### src/rtl/wkn_pkg.sv
package wkn_pkg;
  localparam int unsigned SENSE_W    = 3;
  localparam int unsigned REG_W      = 32;
  localparam int unsigned WORD_BYTES = 4;
  localparam int unsigned EN_BASE    = 'h10;
  localparam int unsigned CFG_BASE   = 'h110;

  typedef enum logic [SENSE_W-1:0] {
    LVL_LO   = 3'b000,
    EDG_FALL = 3'b010,
    LVL_HI   = 3'b100,
    EDG_RISE = 3'b110,
    EDG_BOTH = 3'b111
  } sense_e;

  // cur: synchronized input now, prv: one cycle earlier
  function automatic logic sense_eval(logic [SENSE_W-1:0] code, logic cur, logic prv);
    case (code)
      LVL_HI:   return cur;
      LVL_LO:   return !cur;
      EDG_RISE: return cur && !prv;
      EDG_FALL: return !cur && prv;
      EDG_BOTH: return cur ^ prv;
      default:  return 1'b0;
    endcase
  endfunction
endpackage

### src/rtl/wkn_line.sv
module wkn_line
  import wkn_pkg::*;
(
  input  logic               clk,
  input  logic               rst_n,
  input  logic               raw_in,
  input  logic               line_en,
  input  logic [SENSE_W-1:0] sense,
  input  logic               blank,
  output logic               norm_out
);
  logic meta_q, sync_q, hist_q;

  always_ff @(posedge clk or negedge rst_n) begin
    if (!rst_n) begin
      meta_q   <= 1'b0;
      sync_q   <= 1'b0;
      hist_q   <= 1'b0;
      norm_out <= 1'b0;
    end else begin
      meta_q <= raw_in;
      sync_q <= meta_q;
      // history always follows the input, enabled or not
      hist_q <= sync_q;
      if (line_en && !blank) norm_out <= sense_eval(sense, sync_q, hist_q);
      else                   norm_out <= 1'b0;
    end
  end
endmodule

### src/rtl/wkn_regs.sv
module wkn_regs
  import wkn_pkg::*;
#(
  parameter int N_LINES = 168,
  parameter int ADDR_W  = 12
)(
  input  logic                       clk,
  input  logic                       rst_n,
  input  logic                       bus_wr,
  input  logic                       bus_rd,
  input  logic [ADDR_W-1:0]          bus_addr,
  input  logic [REG_W-1:0]           bus_wdata,
  output logic [REG_W-1:0]           bus_rdata,
  output logic [N_LINES-1:0]         line_en,
  output logic [N_LINES*SENSE_W-1:0] cfg_flat,
  output logic [N_LINES-1:0]         cfg_chg
);
  localparam int EN_WORDS = (N_LINES + REG_W - 1) / REG_W;

  function automatic logic [ADDR_W-1:0] en_addr(int w);
    return ADDR_W'(EN_BASE + w * WORD_BYTES);
  endfunction

  function automatic logic [ADDR_W-1:0] cfg_addr(int i);
    return ADDR_W'(CFG_BASE + i * WORD_BYTES);
  endfunction

  function automatic logic [REG_W-1:0] live_mask(int w);
    logic [REG_W-1:0] m;
    for (int b = 0; b < REG_W; b++) m[b] = ((w * REG_W + b) < N_LINES);
    return m;
  endfunction

  logic [EN_WORDS*REG_W-1:0] en_flat;
  logic [REG_W-1:0]          rd_word;

  for (genvar w = 0; w < EN_WORDS; w++) begin : g_en
    localparam logic [ADDR_W-1:0] WADDR = en_addr(w);
    localparam logic [REG_W-1:0]  WMASK = live_mask(w);
    logic [REG_W-1:0] word_q;
    always_ff @(posedge clk or negedge rst_n) begin
      if (!rst_n)                          word_q <= '0;
      else if (bus_wr && bus_addr == WADDR) word_q <= bus_wdata & WMASK;
    end
    assign en_flat[w*REG_W +: REG_W] = word_q;
  end

  assign line_en = en_flat[N_LINES-1:0];

  for (genvar i = 0; i < N_LINES; i++) begin : g_cfg
    localparam logic [ADDR_W-1:0] CADDR = cfg_addr(i);
    logic [SENSE_W-1:0] code_q;
    logic               hit;
    assign hit        = bus_wr && (bus_addr == CADDR);
    assign cfg_chg[i] = hit && (bus_wdata[SENSE_W-1:0] != code_q);
    always_ff @(posedge clk or negedge rst_n) begin
      if (!rst_n)   code_q <= LVL_HI;
      else if (hit) code_q <= bus_wdata[SENSE_W-1:0];
    end
    assign cfg_flat[i*SENSE_W +: SENSE_W] = code_q;
  end

  always_comb begin
    rd_word = '0;
    for (int w = 0; w < EN_WORDS; w++)
      if (bus_addr == en_addr(w)) rd_word = en_flat[w*REG_W +: REG_W];
    for (int i = 0; i < N_LINES; i++)
      if (bus_addr == cfg_addr(i)) rd_word = REG_W'(cfg_flat[i*SENSE_W +: SENSE_W]);
  end

  always_ff @(posedge clk or negedge rst_n) begin
    if (!rst_n)      bus_rdata <= '0;
    else if (bus_rd) bus_rdata <= rd_word;
  end
endmodule

### src/rtl/wkn_normalizer.sv
module wkn_normalizer
  import wkn_pkg::*;
#(
  parameter int N_LINES = 168,
  parameter int ADDR_W  = 12
)(
  input  logic               clk,
  input  logic               rst_n,
  input  logic               bus_wr,
  input  logic               bus_rd,
  input  logic [ADDR_W-1:0]  bus_addr,
  input  logic [31:0]        bus_wdata,
  output logic [31:0]        bus_rdata,
  input  logic [N_LINES-1:0] irq_in,
  output logic [N_LINES-1:0] irq_out
);
  logic [N_LINES-1:0]         line_en;
  logic [N_LINES*SENSE_W-1:0] cfg_flat;
  logic [N_LINES-1:0]         cfg_chg;

  wkn_regs #(.N_LINES(N_LINES), .ADDR_W(ADDR_W)) u_regs (
    .clk       (clk),
    .rst_n     (rst_n),
    .bus_wr    (bus_wr),
    .bus_rd    (bus_rd),
    .bus_addr  (bus_addr),
    .bus_wdata (bus_wdata),
    .bus_rdata (bus_rdata),
    .line_en   (line_en),
    .cfg_flat  (cfg_flat),
    .cfg_chg   (cfg_chg)
  );

  for (genvar i = 0; i < N_LINES; i++) begin : g_line
    wkn_line u_line (
      .clk      (clk),
      .rst_n    (rst_n),
      .raw_in   (irq_in[i]),
      .line_en  (line_en[i]),
      .sense    (cfg_flat[i*SENSE_W +: SENSE_W]),
      .blank    (cfg_chg[i]),
      .norm_out (irq_out[i])
    );
  end
endmodule

### config.mk
export PLATFORM = sky130hd
export DESIGN_NAME = wkn_normalizer
export DESIGN_NICKNAME = d
export VERILOG_FILES = /design/src/rtl/wkn_pkg.sv /design/src/rtl/wkn_line.sv /design/src/rtl/wkn_regs.sv /design/src/rtl/wkn_normalizer.sv
export SDC_FILE = /design/constraint.sdc
export NUM_CORES = 2
export LEC_CHECK = 0
export ABC_CLOCK_PERIOD_IN_PS = 6500
export BUFFER_PORTS_ARGS = -buffer_cell sky130_fd_sc_hd__buf_4
export CORE_MARGIN = 2
export CORE_UTILIZATION = 40
export DETAILED_ROUTE_END_ITERATION = 16
export GPL_ROUTABILITY_DRIVEN = 1
export HOLD_SLACK_MARGIN = 0.06
export MAX_ROUTING_LAYER = met4
export SYNTH_ARGS = -nofsm -noshare
export SYNTH_HDL_FRONTEND = slang
export SYNTH_SLANG_ARGS = --single-unit
### constraint.sdc
create_clock -name clk -period 6.5 [get_ports clk]
set_clock_uncertainty 0.05 [all_clocks]
set_input_delay 1.3 -clock clk [delete_from_list [all_inputs] [get_ports clk]]
set_output_delay 1.3 -clock clk [all_outputs]
set_load 0.03 [all_outputs]
# Word-level counts from Yosys, hierarchy flattened
# Cells that the tools add are included.
totals:
  regBits: 1376
  latch_bits: 0
  ram_bits: 0
  rom_bits: 0
  inputBits: 216
  output_inout_bits: 200
  elab_cells: 4057
  memories: 0
classes:
  n_addsub: 0
  n_mul: 0
  div: 0
  n_lt_le_gt_ge: 0
  eq_ne: 1014
  shifts: 0
  muxes: 510
  bitwise_logic: 168
  n_reduce_logical: 1518
ops:
  columns: ["cell", "count"]
  rows:
  - ["$mux 32", 174]
  - ["$eq 3x3->1 const B", 504]
  - ["$eq 12x10->1 const B", 108]
  - ["$logic_and 1x1->1", 846]
  - ["$pmux 1 s5", 168]
  - ["$eq 12x9->1 const B", 60]
  - ["$eq 3x2->1 const B", 168]
  - ["$logic_not 1->1", 504]
  - ["$logic_not 3->1", 168]
  - ["$ne 3x3->1", 168]
  - ["$mux 1", 168]
  - ["$xor 1x1->1", 168]
  - ["$eq 12x5->1 const B", 4]
  - ["$eq 12x6->1 const B", 2]

# Longest topological paths before layout
depth:
  word_depth: 175
  depth_mapped: 15
  mapped_depth_nobuf: 9

# Cells and area by module
# A second synthesis with hierarchy kept.
unflattened:
  cells_unflattened: 6653
  area_unflattened_um2: 74853.0
by_module_without_submodules:
  columns: ["mod", "n_inst", "cells_per_inst", "area_per_inst_um2", "seq_area_each_um2"]
  rows:
  - ["wkn_regs", 1, 3797, 41188.3, 17827.1]
  - ["wkn_line (g_line[0].u_line ...)", 97, 17, 201.4, 100.1]
  - ["wkn_line (g_line[36].u_line ...)", 71, 17, 198.9, 100.1]

# Worst setup path after synthesis
# Ideal clock, no wire load.
synth_path:
  kind: "input-to-reg"
  from: "input bus_addr[6]"
  to: "register u_regs.bus_rdata[31]"
  setup_ns: 0.083
  arrival_time_ns: 3.917
  t_required_ns: 6.367
  setup_slack_ns: 2.449
  path_stages: 15
  path_buffers: 6
  cell_sequence: "buf_2 buf_2 and4b_1 buf_6 mux2i_1 o22ai_1 a211o_1 nor4_1 nand4_1 or4_1 buf_2 or2_1 buf_6 buf_6 o22ai_2"
synth_between:
  elab_chain_cells: 175
  word_cells_on_any_way: 348
  classes_between: "174 x eq/ne; 174 x mux"
synth_rtl:
  columns: ["item", "line_no", "rtl"]
  rows:
  - ["start, declared", "wkn_normalizer.sv:11", "input logic [ADDR_W-1:0] bus_addr,"]
  - ["$eq 12x5->1", "wkn_regs.sv:66", "if (bus_addr == en_addr(w)) rd_word = en_flat[w*REG_W +: REG_W];"]
  - ["$mux 32 (6 in a row)", "wkn_regs.sv:66", null]
  - ["$mux 32 (167 in a row)", "wkn_regs.sv:68", "if (bus_addr == cfg_addr(i)) rd_word = REG_W'(cfg_flat[i*SENSE_W +: SENSE_W]);"]
  - ["$mux 32 (*)", "wkn_regs.sv:68", null]
  - ["end signal, assigned", "wkn_regs.sv:73", "else if (bus_rd) bus_rdata <= rd_word;"]
  - ["end, declared", "wkn_regs.sv:13", "output logic [REG_W-1:0] bus_rdata,"]
# Mark *: on every way between the ends. The rest lies on a longest branch, timed or not.
# A chain may end at the register's enable or synchronous reset.

# Worst setup path in the final report
layout_path:
  from: "input bus_addr[2]"
  to: "register u_regs.bus_rdata[1]"
# The elaborated chain is that of the path after synthesis.

==> results.py <==
metrics = {
    "run_status": {
        "status": "finished, final reports clean",
    },
    "floorplan": {
        "die_h_um": 430,
        "io_pins": 416,
        "rows": 156,
        "initial_core_util_pct": 40.2,
        "die_area_sq_um": 185000,
        "die_width_um": 430,
        "coreArea_sq_um": 181000,
    },
    "final_layout": {
        "area_delta_synth_final_pct": 15.0,
        "layout_common_cells": "dfrtp_1, nand2_1, nor2_1",
        "design_area_sq_um": 83500,
        "final_nets": 8091,
        "fillCellCount": 16700,
        "mostFrequentLayoutCell": "dfrtp_1",
        "drive_above_1_share_pct": 21.0,
    },
    "global_route": {
        "grt_first_pass_wirelength_mm": 466,
        "grt_max_degree": 169,
        "first_global_vias": 58000,
        "antenna_found_initial": 56,
        "overflow": 0,
        "grt.total_usage_pct": 37.2,
    },
    "sta": {
        "fin_setup_tns_ns": 0,
        "hold_violations": 0,
        "fmax_mhz": 215,
        "worst_slew_pin_slew_ns": 1.32,
        "max_slew_margin_pct": 11.9,
        "timing.final.max_slew_violations": 0,
        "fin_crit_ns": 4.66,
        "fin_crit_sh_pct": 71.7,
        "rsz0062_at_grt": "no",
        "setup_viol": 0,
    },
    "placed_design": {
        "place_congestion": 1.09,
        "dp_hpwl_mm": 256,
        "port_buffers": 415,
        "placed_cell_area_sq_um": 77700,
    },
    "routing": {
        "num_vias": 61500,
        "vias_per_cell": 6.10,
        "drt-pass1-iter-count": 8,
        "wirelength_mm": 339,
        "drt-wirelength-per-cell_um": 33.6,
        "drtIter0Drc": 7806,
        "drc": 0,
        "postRouteAntennaNets": 0,
    },
    "clock_tree": {
        "clkSinkCount": 1376,
        "cts_tree": "done",
        "cts-htree-levels": 4,
        "cts_root_buf": "clkbuf_16",
        "cts_resized": 0,
        "cts_buffer_depth": 3,
        "cts_buffers": 154,
        "path_clk_slew_ns": 0.08,
        "ctsHoldBuffers": 0,
        "post_cts_buffers": 0,
        "clock_latency_ns": 0.85,
    },
    "logic_synthesis": {
        "synth_top_flop_cell": "dfrtp_1",
        "yosysSeqAreaShare_pct": 47.7,
        "ys_ff_latch": 1376,
        "syn_nets": 7945,
        "syn_area_sq_um": 72600,
        "synth_area_per_cell_sq_um": 9.82,
        "ys_warn_count": 0,
        "synth-async-reset-ratio_pct": 100,
        "synth_edf_count": 0,
        "ys_types": 86,
        "synth_cells": 7393,
    },
    "power": {
        "peakVddDrop_mv": 0.224,
        "p_sw_mw": 4.92,
        "p_per_area_nw_per_um2": 239,
        "pwr-share-comb_pct": 6.5,
        "intPower_mw": 15.1,
        "leakage_nw": 38.8,
        "clockPowerShare_pct": 48.6,
        "seq_power_share_pct": 44.9,
        "p_sw_share_pct": 24.6,
    },
    "worst_setup_path": {
        "crit_path_max_fanout": 35,
        "cp-end-kind": "flip-flop",
        "crit_required_ns": 7.23,
        "cp_data_arrival_time_ns": 5.39,
        "critPathLaunchType": "input pin",
        "path_class": "input pin to flip-flop",
    },
    "worst_hold_path": {
        "hold_class": "flip-flop to flip-flop",
    },
    "flow_run": {
        "maxCapViolCount": 0,
    },
}
[final timing paths]
kind	from	endpoint	slack [ns]	cells past startpoint
hold / removal	g_line[109].u_line.meta_q$_DFF_PN0_	g_line[109].u_line.sync_q$_DFF_PN0_	0.28	0
min in group asynchronous	rst_n	g_line[122].u_line.sync_q$_DFF_PN0_	0.40	1
max in group asynchronous	rst_n	g_line[156].u_line.meta_q$_DFF_PN0_	4.51	2
setup / recovery	bus_addr[2]	u_regs.bus_rdata[1]$_DFFE_PN0P_	1.84	13
setup reg to reg	u_regs.g_cfg[28].code_q[1]$_DFFE_PN0P_	u_regs.bus_rdata[1]$_DFFE_PN0P_	3.23	10
hold reg to reg	g_line[109].u_line.meta_q$_DFF_PN0_	g_line[109].u_line.sync_q$_DFF_PN0_	0.28	0
[cell usage after synthesis (69+ instances only)]
cell type  number  share of area (%)
dfstp_2       168                6.1
clkbuf_1      315                1.6
buf_1          70               0.36
xor2_1        214                2.6
a21oi_1       289                2.0
and3_1         69               0.59
nand2_1       992                5.1
nand3_1       111               0.77
nor3_1        119               0.82
ha_1          336                5.8
dfrtp_1      1208                 42
mux2_2        499                7.7
o21ai_0       408                2.8
o221ai_1       93                1.1
a211oi_1      118                1.2
buf_4         170                1.8
mux2i_1       104                1.4
o22ai_1       249                2.1
nor2_1        603                3.1
a221oi_1      143                1.7
inv_1         486                2.5
[flip-flops by register name, indices dropped and copies added (netlist names)]
signal	flops
g_line.u_line.hist_q	168
g_line.u_line.meta_q	168
g_line.u_line.norm_out	168
g_line.u_line.sync_q	168
u_regs.bus_rdata	32
u_regs.g_cfg.code_q	504
u_regs.g_en.word_q	168
[area by class of cell]
class	count	area, sq um	area share (%)
inverters	486	1820	2.19
flip-flops and latches	1376	34600	41.5
clock buffers	214	4470	5.36
clock inverters	73	1200	1.44
repair buffers	599	4850	5.81
diodes	49	123	0.147
multi-input cells	4922	33400	40.0
well taps	2370	2970	3.55
[power groups by stage]
stage	clock [mW]	combinational (mW)	sequential, mW
after floorplan	0	0.622	9.02
after global placement	0	1.25	9.11
after detailed placement	0	1.27	9.12
after CTS	9.85	1.28	8.97
after global routing	10.2	1.40	8.98
final	9.71	1.29	8.97
[routing by layer]
layer / up-vias / share of wire [%] / GRT usage (%)
met5: - / 0 / -
met4: 0 / 7.4 / 23.1
met3: 778 / 8.5 / 7.49
met2: 3274 / 44 / 53.9
met1: 31200 / 41 / 47.6
li1: 26300 / - / -
[per-stage QoR]
| step | util [%] | setup WS, ns | power (mW) | hold WS (ns) | instances |
|---|---|---|---|---|---|
| finish | 46.2 | 1.84 | 20.0 | 0.275 | 10100 |
| detailed placement | 43.0 | 1.22 | 10.4 | 0.285 | 9753 |
| floorplan | - | 2.45 | 9.64 | 0.281 | 7393 |
| global route | 46.2 | 1.83 | 20.6 | 0.283 | 10100 |
| CTS | 46.2 | 2.12 | 20.1 | 0.275 | 10000 |
| global placement | 43.0 | 1.27 | 10.4 | 0.283 | 9753 |
[cell families after synthesis]
kind of cell / share of synthesized area [%]
compound gates: 14.9
flops: 47.7
simple gates: 12.5
xor+xnor: 3.05
buf+inv: 6.67
fa+ha+maj: 5.79
mux: 9.33
[worst max-delay path, cell delays in order]
cell and delay (ns):
buf_4 0.53, nor4bb_4 0.36, buf_12 0.27, nand2_1 0.37, a21oi_1 0.43, nor4_1 0.21, a2111oi_0 0.51, buf_4 0.24
nand4_1 0.14, a2111oi_0 0.49, nor2_1 0.15, buf_4 0.18, o21ai_1 0.12
No activity file was read; power rests on OpenSTA's default activity.
